[src/rtl/gpio_masked_port_pkg.sv]
package gpio_masked_port_pkg;

  typedef enum logic [1:0] {
    RGN_DATA = 2'd0,
    RGN_DIR  = 2'd1,
    RGN_NONE = 2'd2
  } region_e;

endpackage

[src/rtl/gpm_sync.sv]
module gpm_sync #(
  parameter int WIDTH  = 8,
  parameter int STAGES = 2
) (
  input  logic             clk,
  input  logic             rst_n,
  input  logic [WIDTH-1:0] d_in,
  output logic [WIDTH-1:0] d_out
);

  for (genvar b = 0; b < WIDTH; b++) begin : g_bit
    logic [STAGES-1:0] chain;
    always_ff @(posedge clk or negedge rst_n) begin
      if (!rst_n) chain <= '0;
      else        chain <= {chain[STAGES-2:0], d_in[b]};
    end
    assign d_out[b] = chain[STAGES-1];
  end

endmodule

[src/rtl/gpm_decode.sv]
module gpm_decode
  import gpio_masked_port_pkg::*;
#(
  parameter int NPINS   = 8,
  parameter int SEL_LSB = 2,
  parameter int ADDR_W  = 11
) (
  input  logic [ADDR_W-1:0] addr,
  output region_e           region,
  output logic [NPINS-1:0]  pin_sel
);

  localparam int WORD_W = ADDR_W - SEL_LSB;
  localparam logic [WORD_W-1:0] DIR_WORD = WORD_W'(1) << NPINS;

  logic [WORD_W-1:0]  word;
  logic [SEL_LSB-1:0] lane;

  assign word    = addr[ADDR_W-1:SEL_LSB];
  assign lane    = addr[SEL_LSB-1:0];
  assign pin_sel = addr[SEL_LSB+NPINS-1:SEL_LSB];

  always_comb begin
    if (lane != '0)             region = RGN_NONE;
    else if (word < DIR_WORD)   region = RGN_DATA;
    else if (word == DIR_WORD)  region = RGN_DIR;
    else                        region = RGN_NONE;
  end

endmodule

[src/rtl/gpm_regs.sv]
module gpm_regs
  import gpio_masked_port_pkg::*;
#(
  parameter int NPINS = 8
) (
  input  logic             clk,
  input  logic             rst_n,
  input  logic             we,
  input  region_e          region,
  input  logic [NPINS-1:0] pin_sel,
  input  logic [NPINS-1:0] wdata,
  output logic [NPINS-1:0] out_q,
  output logic [NPINS-1:0] dir_q
);

  logic data_wr;
  logic dir_wr;

  assign data_wr = we && (region == RGN_DATA);
  assign dir_wr  = we && (region == RGN_DIR);

  for (genvar p = 0; p < NPINS; p++) begin : g_pin
    always_ff @(posedge clk or negedge rst_n) begin
      if (!rst_n)                     out_q[p] <= 1'b0;
      else if (data_wr && pin_sel[p]) out_q[p] <= wdata[p];
    end
  end

  always_ff @(posedge clk or negedge rst_n) begin
    if (!rst_n)      dir_q <= '0;
    else if (dir_wr) dir_q <= wdata;
  end

endmodule

[src/rtl/gpm_rdmux.sv]
module gpm_rdmux
  import gpio_masked_port_pkg::*;
#(
  parameter int NPINS = 8
) (
  input  logic             clk,
  input  logic             rst_n,
  input  region_e          region,
  input  logic [NPINS-1:0] pin_sel,
  input  logic [NPINS-1:0] out_q,
  input  logic [NPINS-1:0] dir_q,
  input  logic [NPINS-1:0] pad_sync,
  output logic [NPINS-1:0] rdata
);

  logic [NPINS-1:0] pin_level;
  logic [NPINS-1:0] rd_next;

  assign pin_level = (out_q & dir_q) | (pad_sync & ~dir_q);

  always_comb begin
    unique case (region)
      RGN_DATA: rd_next = pin_level & pin_sel;
      RGN_DIR:  rd_next = dir_q;
      default:  rd_next = '0;
    endcase
  end

  always_ff @(posedge clk or negedge rst_n) begin
    if (!rst_n) rdata <= '0;
    else        rdata <= rd_next;
  end

endmodule

[src/rtl/gpio_masked_port.sv]
module gpio_masked_port
  import gpio_masked_port_pkg::*;
#(
  parameter int NPINS    = 8,
  parameter int SEL_LSB  = 2,
  parameter int ADDR_W   = SEL_LSB + NPINS + 1,
  parameter int SYNC_STG = 2
) (
  input  logic              clk,
  input  logic              rst_n,
  input  logic [ADDR_W-1:0] bus_addr,
  input  logic              bus_we,
  input  logic [NPINS-1:0]  bus_wdata,
  output logic [NPINS-1:0]  bus_rdata,
  input  logic [NPINS-1:0]  pad_in,
  output logic [NPINS-1:0]  pad_out,
  output logic [NPINS-1:0]  pad_oe
);

  region_e          region;
  logic [NPINS-1:0] pin_sel;
  logic [NPINS-1:0] pad_sync;
  logic [NPINS-1:0] out_q;
  logic [NPINS-1:0] dir_q;

  gpm_sync #(.WIDTH(NPINS), .STAGES(SYNC_STG)) u_sync (
    .clk   (clk),
    .rst_n (rst_n),
    .d_in  (pad_in),
    .d_out (pad_sync)
  );

  gpm_decode #(.NPINS(NPINS), .SEL_LSB(SEL_LSB), .ADDR_W(ADDR_W)) u_dec (
    .addr    (bus_addr),
    .region  (region),
    .pin_sel (pin_sel)
  );

  gpm_regs #(.NPINS(NPINS)) u_regs (
    .clk     (clk),
    .rst_n   (rst_n),
    .we      (bus_we),
    .region  (region),
    .pin_sel (pin_sel),
    .wdata   (bus_wdata),
    .out_q   (out_q),
    .dir_q   (dir_q)
  );

  gpm_rdmux #(.NPINS(NPINS)) u_rd (
    .clk      (clk),
    .rst_n    (rst_n),
    .region   (region),
    .pin_sel  (pin_sel),
    .out_q    (out_q),
    .dir_q    (dir_q),
    .pad_sync (pad_sync),
    .rdata    (bus_rdata)
  );

  assign pad_out = out_q;
  assign pad_oe  = dir_q;

endmodule

[config.mk]
export PLATFORM = sky130hd
export DESIGN_NAME = gpio_masked_port
export DESIGN_NICKNAME = d
export VERILOG_FILES = /design/src/rtl/gpio_masked_port_pkg.sv /design/src/rtl/gpm_sync.sv /design/src/rtl/gpm_decode.sv /design/src/rtl/gpm_regs.sv /design/src/rtl/gpm_rdmux.sv /design/src/rtl/gpio_masked_port.sv
export SDC_FILE = /design/constraint.sdc
export NUM_CORES = 1
export LEC_CHECK = 0
export ABC_CLOCK_PERIOD_IN_PS = 1300
export BUFFER_PORTS_ARGS = -buffer_cell sky130_fd_sc_hd__buf_2
export CORE_MARGIN = 5
export CORE_UTILIZATION = 35
export CTS_BUF_LIST = sky130_fd_sc_hd__clkbuf_2
export CTS_CLUSTER_SIZE = 24
export DETAILED_ROUTE_END_ITERATION = 10
export GPL_TIMING_DRIVEN = 0
export MAX_ROUTING_LAYER = met4
export PLACE_DENSITY = 0.66
export SLEW_MARGIN = 20
export SYNTH_ARGS = -nofsm -noshare
export SYNTH_HDL_FRONTEND = slang
export SYNTH_HIERARCHICAL = 1
export SYNTH_SLANG_ARGS = --single-unit
[constraint.sdc]
create_clock -name clk -period 1.3 [get_ports clk]
set_clock_uncertainty 0.2 [all_clocks]
set_input_delay 0.13 -clock clk [delete_from_list [all_inputs] [get_ports clk]]
set_output_delay 0.13 -clock clk [all_outputs]
set_load 0.1 [all_outputs]
==> results of run 1 <==
## through the flow
step / hold WS [ns] / setup TNS, ns
after floorplan: -0.366 / -12.09
after global placement: 0.0378 / -24.27
after detailed placement: 0.0393 / -23.70
after CTS: 0.000925 / -7.66
after global routing: 0.0220 / -9.86
final: 0.00982 / -7.08
## timing repair
action                     CTS  global route
resized for setup           96             5
buffers inserted            21             2
hold buffers                25             0
cloned                       1             0
pin swaps                    9             5
setup endpoints to repair   48            48
hold endpoints to repair    72             0
## power by group through the flow
stage	clock, uW	combinational [uW]	sequential (uW)
after floorplan	0	158	1860
after global placement	0	795	1410
after detailed placement	0	797	1410
after CTS	756	1140	1400
after global routing	812	1220	1420
final	740	1180	1410
## cell usage in the layout (no fill, tap or decap), types with 2 or more instances in the layout
cell type / n
dfrtp_1: 39
buf_4: 38
buf_2: 26
dlygate4sd3_1: 25
buf_12: 18
mux2_4: 16
buf_8: 8
nand4bb_1: 8
and4bb_1: 8
nand2_1: 7
nand3_1: 7
a31oi_1: 7
clkbuf_2: 6
buf_6: 3
nor4_4: 2
## routing by layer
metal  share of wire  wire length [um]  track usage
met1            0.41              1840        0.187
met2            0.54              2420        0.265
met3           0.042               188       0.0325
met4           0.014                61       0.0456
met5               0                 0            -
## flip-flops by register name (all words and copies together) (netlist names)
signal / cells
u_sync/g_bit.chain: 16
u_rd/rdata: 8
u_regs/dir_q: 8
u_regs/out_q: 8
## cell usage after synthesis, drive strengths merged
cell type,count,area share
nor4b,1,0.0050
dfrtp,40,0.57
mux2,16,0.14
nand2b,1,0.0036
a211o,1,0.0050
nor4,2,0.0072
nand3,7,0.020
nand2,8,0.017
and4bb,8,0.057
a21oi,1,0.0029
nand3b,1,0.011
nand4bb,8,0.052
buf,18,0.078
o22ai,1,0.0036
a31oi,7,0.025
## cell type report
class,instances,area (sq um)
plain buffers,18,135
clock buffers,6,30.0
clock inverters,2,35.0
fillers,355,1780
multi-input cells,62,663
flip-flops and latches,40,1000
well taps,67,83.8
repair buffers,102,1060
## path summary, 6_finish.rpt
kind	start	depth (start not counted)	end	slack [ns]
worst max register to register	u_regs/out_q[1]	3	u_regs/out_q[1]	0.02
worst min register to register	u_sync/g_bit[2].chain[0]	0	u_sync/g_bit[2].chain[1]	0.15
min in group asynchronous	rst_n	2	u_rd/rdata[6]	0.05
max in group asynchronous	rst_n	2	u_regs/dir_q[1]	0.46
worst min-delay path	bus_addr[4]	4	u_rd/rdata[2]	0.01
worst max-delay path	bus_addr[2]	6	u_regs/dir_q[6]	-0.30
## worst min-delay path: cells and delay by family
| kind | cells | cell delay [ns] |
|---|---|---|
| buffers and inverters | 2 | 0.26 |
| AND/OR/NAND/NOR | 1 | 0.10 |
| AO/OA/AOI/OAI | 1 | 0.09 |
## kinds of logic after synthesis
kind of cell    after synthesis  synth area share
simple gates                 36             0.174
compound gates               10            0.0366
buf+inv                      18            0.0775
flops                        40             0.574
mux                          16             0.138
==> key figures, run 1 <==
Outcome
  – Outcome: complete, but fails checks
  – Failing checks: negative setup slack

Run
  – Max-cap violations: 0

Power
  – P_sw: 1140 uW
  – Clock share of power: 0.223
  – Int Pwr: 2180 uW
  – Max VDD drop: 1.19 mV
  – Final total power: 3320 uW
  – Switching portion of total power: 0.343
  – Sequential power share: 0.424
  – PwrDens: 1110 mW/mm^2
  – LEAKAGE: ~0.0014 uW
  – Gate power share: 0.354

Final layout
  – Share of cells above drive strength 1: 0.543
  – Cell area after layout: around 0.0030 sq mm
  – Final std cells w/o fill: 297
  – Fin util: 0.628
  – Area delta synth->final: 72.4%
  – Layout Nets: between 200 and 300
  – ANT cells: 0

Drt
  – First-pass DRT Iterations: 4
  – Residual DRC: 0
  – Vias: 1,354
  – DRT iter0 DRCs: 66
  – Detailed Route WL: 4510 um
  – DR vias/cell: 4.56
  – Antenna-violating nets left: 0
  – Wirelength per Cell: 15.2 um

Logic synthesis
  – Yosys warns: 6
  – Post-synthesis instance area: ~0.0017 sq mm
  – Syn Nets: 150
  – Avg Cell Area, Syn: 14.5 sq um
  – Seq/Total Area, Yosys: 0.574
  – Synth cell types: 17
  – Yosys reg bits: 40
  – Mapped Cells: 120

Die
  – Die Y: roughly 81 um
  – Initial Util: 0.364
  – Core area: 0.00479 sq mm
  – Chip Width: 80.6 um
  – IO Count: 54
  – Row count: 25
  – Die ar.: 0.00649 sq mm

STA
  – Worst setup margin: -0.300 ns
  – Final worst path period share: 1.23
  – FMAX: 0.625 GHz
  – Max Slew Vio Count: 0
  – Max-slew headroom: 0.643
  – Worst Tran Pin Value: about 0.54 ns
  – Post-route minimum period: 1.60 ns
  – Final Hold Violating Endpoints: 0
  – RSZ-0062 raised after global routing: true
  – Setup-failing EPs final: 47

Clocking
  – Clock Latency Late Sink: 0.38 ns
  – CTS tree: built
  – Deepest clock path buffer count: 2
  – TritonCTS sink count: 40
  – Reg clk slew, reported paths: 0.20 ns
  – Num CTS Buffers: 5
  – H-tree lvl count: 2
  – Root Driver: clkbuf_2

Setup path
  – CP startpoint kind: primary input
  – Buf/Inv on CP: 1
  – Crit-path max FO: 10
  – Delay-heaviest family, CP: simple AND/OR/NAND/NOR gates
  – Max incr delay on CP: 0.39 ns
  – Crit Path Category: primary input to register
  – Slowest CP cell: a211o_4
  – Worst setup EP type: register
  – CP required: 1.38 ns
  – Critical path cell sequence: buf_2, nor4_4, nand2_2, a211o_4, nand3b_4, mux2_4
  – Arr. time, crit path: around 1.7 ns

Placed design
  – Placed cell count: 240
  – Post-Place Worst Slack: -1.11 ns
  – Placer congestion estimate: 0.702
  – Number of I/O port buffers: 53
  – DP HPWL: 2550 um
  – Placement Cell Area: 0.00214 sq mm

GRT
  – Vias in the first global route: 1,469
  – Largest net degree at the start of global routing: 41
  – Initial antenna violation count: 0
  – First-pass GRT wire length: 7320 um
  – GRT overflow: 0
  – Total GRT Usage: 0.156

Min path
  – Worst hold path class: primary input to register
No activity file was read; power rests on OpenSTA's default activity.
==> run 2: changes to the inputs <==
--- a/config.mk
+++ b/config.mk
@@ -14,7 +14,7 @@
 export DETAILED_ROUTE_END_ITERATION = 10
 export GPL_TIMING_DRIVEN = 0
 export MAX_ROUTING_LAYER = met4
-export PLACE_DENSITY = 0.66
+export PLACE_DENSITY = 0.68
 export SLEW_MARGIN = 20
 export SYNTH_ARGS = -nofsm -noshare
 export SYNTH_HDL_FRONTEND = slang
==> key figures, run 2 (synthesis results as in run 1) <==
Clocking
  – TritonCTS sink count: 40 (unchanged)
  – Deepest clock path buffer count: 2 (unchanged)
  – Clock Latency Late Sink: 0.39 ns (about the same)
  – CTS tree: built
  – Root Driver: clkbuf_2
  – Num CTS Buffers: 5 (unchanged)
  – Reg clk slew, reported paths: 0.20 ns (about the same)
  – H-tree lvl count: 2 (unchanged)

Min path
  – Hold EP: u_regs/out_q[1]
  – Hold Path Depth: 4 (unchanged)
  – Worst hold path class: primary input to register
  – Hold path start: bus_addr[3]

Placed design
  – Placer congestion estimate: 0.760 (+8.2%)
  – Placed cell count: 240 (unchanged)
  – DP HPWL: 2630 um (+3.4%)
  – Number of I/O port buffers: 53 (unchanged)

STA
  – Worst Tran Pin Value: 0.889 ns (+0.353 ns)
  – FMAX: 0.622 GHz (-0.50%)
  – Max-slew headroom: 0.407 (-0.235)
  – Final worst path period share: 1.24 (+0.00624)
  – Setup-failing EPs final: 48 (+2.1%)
  – Final Hold Violating Endpoints: 0 (unchanged)
  – RSZ-0062 raised after global routing: true
  – Max Slew Vio Count: 0 (unchanged)
  – Worst setup margin: -0.308 ns (-0.00812 ns)
  – Post-route minimum period: 1.61 ns (+0.00811 ns)

Final layout
  – Share of cells above drive strength 1: 0.541 (-0.00271)
  – Fin util: 0.630 (+0.00209)
  – Layout Nets: 262 (+1.2%)
  – Final std cells w/o fill: 300 (+1.0%)
  – Most frequent cells in the layout: dfrtp_1, buf_4, dlygate4sd3_1, buf_2, buf_12
  – Area delta synth->final: 73.0%
  – Register area: 0.00100 sq mm (-0.12%)
  – Filler cells: 359 (+1.1%)
  – Area of the multi-input gates: 673 sq um (+1.5%)
  – ANT cells: 0 (unchanged)
  – Most common cell after layout, fill and taps aside: dfrtp_1
  – Reg with most FFs: u_sync/g_bit.chain
  – Max reg flops: 16 (unchanged)

Setup path
  – Arr. time, crit path: 1.72 ns (+0.04 ns)
  – Reg2reg setup slack: -0.03 ns (-0.05 ns)
  – Reg2Reg Launch Point: u_regs/dir_q[0]
  – CP required: 1.41 ns (+0.03 ns)
  – Worst setup EP type: register
  – CP startpoint kind: primary input
  – Register-to-Register Path Depth: 3 (unchanged)
  – Crit Path Category: primary input to register
  – Crit-path max FO: 7 (-3)
  – FF-to-FF End: u_rd/rdata[0]

Die
  – Die ar.: 0.00649 sq mm (unchanged)
  – Row count: 25 (unchanged)
  – IO Count: 54 (unchanged)
  – Initial Util: 0.364 (unchanged)
  – Core area: 0.00479 sq mm (unchanged)
  – Die Y: 80.6 um (unchanged)
  – Chip Width: 80.6 um (unchanged)

Drt
  – DRT iter0 DRCs: 37 (-44%)
  – Vias: 1,401 (+3.5%)
  – Antenna-violating nets left: 0 (unchanged)
  – First-pass DRT Iterations: 4 (unchanged)
  – Residual DRC: 0 (unchanged)
  – DR vias/cell: 4.67 (+2.4%)
  – Wirelength per Cell: 16.6 um (+9.2%)
  – Detailed Route WL: 4980 um (+10%)

Power
  – Sequential power share: 0.450 (+0.026)
  – Switching portion of total power: 0.363 (+0.0191)
  – LEAKAGE: 0.00144 uW (+0.52%)
  – Gate power share: 0.377 (+0.023)
  – Max VDD drop: 0.608 mV (-49%)
  – Int Pwr: 2000 uW (-8.3%)
  – P_sw: 1140 uW (-0.30%)
  – PwrDens: 1040 mW/mm^2 (-5.9%)
  – Clock share of power: 0.173 (-0.050)

Outcome
  – Outcome: complete, but fails checks
  – Failing checks: negative setup slack

GRT
  – Total GRT Usage: 0.168 (+0.0120)
  – Vias in the first global route: 1,592 (+8.4%)
  – GRT overflow: 0 (unchanged)
  – Largest net degree at the start of global routing: 41 (unchanged)
  – Initial antenna violation count: 0 (unchanged)
  – First-pass GRT wire length: 7840 um (+7.1%)

Run
  – Max-cap violations: 0 (unchanged)
run 2: final cells by class:
type	instances	share of cell area
buffer	17	0.0415
timing repair buffer	105	0.363
clock buffer	7	0.0116
tap	67	0.0278
sequential	40	0.332
multi-input combinational	63	0.223
clock inverter	1	0.00124
run 2: layer usage:
| layer | vias to the layer above | track usage | wire length, um |
|---|---|---|---|
| li1 | 655 | - | - |
| met1 | 689 | 0.201 | 2080 |
| met2 | 48 | 0.282 | 2580 |
| met3 | 9 | 0.0392 | 234 |
| met4 | 0 | 0.0490 | 74 |
| met5 | - | - | 0 |
run 2: critical path, cell delays in order:
cell and delay (ns):
buf_8 0.10, nor4_4 0.28, nand2_2 0.13, nor4b_4 0.29, buf_6 0.19, buf_6 0.11
and4bb_1 0.19, mux2_4 0.29
run 2: worst max path at each step:
stage,from,end,slack [ns],cells after the start
4_1_cts,bus_addr[7],u_regs/out_q[3],-0.32,8
2_1_floorplan,bus_addr[2],u_regs/dir_q[0],-0.58,5
5_1_grt,bus_addr[3],u_regs/out_q[7],-0.30,8
3_3_place_gp,bus_addr[2],u_regs/dir_q[7],-1.13,6
6_report,bus_addr[3],u_regs/out_q[7],-0.31,8
3_5_place_dp,bus_addr[2],u_regs/dir_q[5],-1.14,6
run 2: timing repair:
| item | in CTS | in global routing |
|---|---|---|
| hold endpoints to repair | 72 | 1 |
| resized for setup | 98 | 9 |
| hold buffers | 25 | 1 |
| endpoints found under the setup margin | 48 | 48 |
| setup buffers | 21 | 7 |
| pin swaps | 8 | 15 |
| cloned | 0 | 1 |
run 2: power groups by stage:
stage,clock (uW),combinational [uW],sequential [uW]
2_1_floorplan,0,158,1860
3_3_place_gp,0,794,1410
4_1_cts,556,1140,1410
6_report,545,1180,1410
3_5_place_dp,0,800,1410
5_1_grt,626,1230,1420
run 2: per-stage QoR:
stage / power, uW / hold slack [ns] / cell area [sq um] / setup TNS, ns / worst slack (ns)
detailed placement: 2210 / 0.0393 / 2140 / -24.26 / -1.14
global placement: 2210 / 0.0380 / 2140 / -24.09 / -1.13
CTS: 3110 / 0.00313 / 2930 / -6.31 / -0.319
global route: 3280 / 0.0621 / 3020 / -8.38 / -0.303
finish: 3140 / 0.0858 / 3020 / -6.61 / -0.308
floorplan: 2020 / -0.366 / 1790 / -12.09 / -0.576
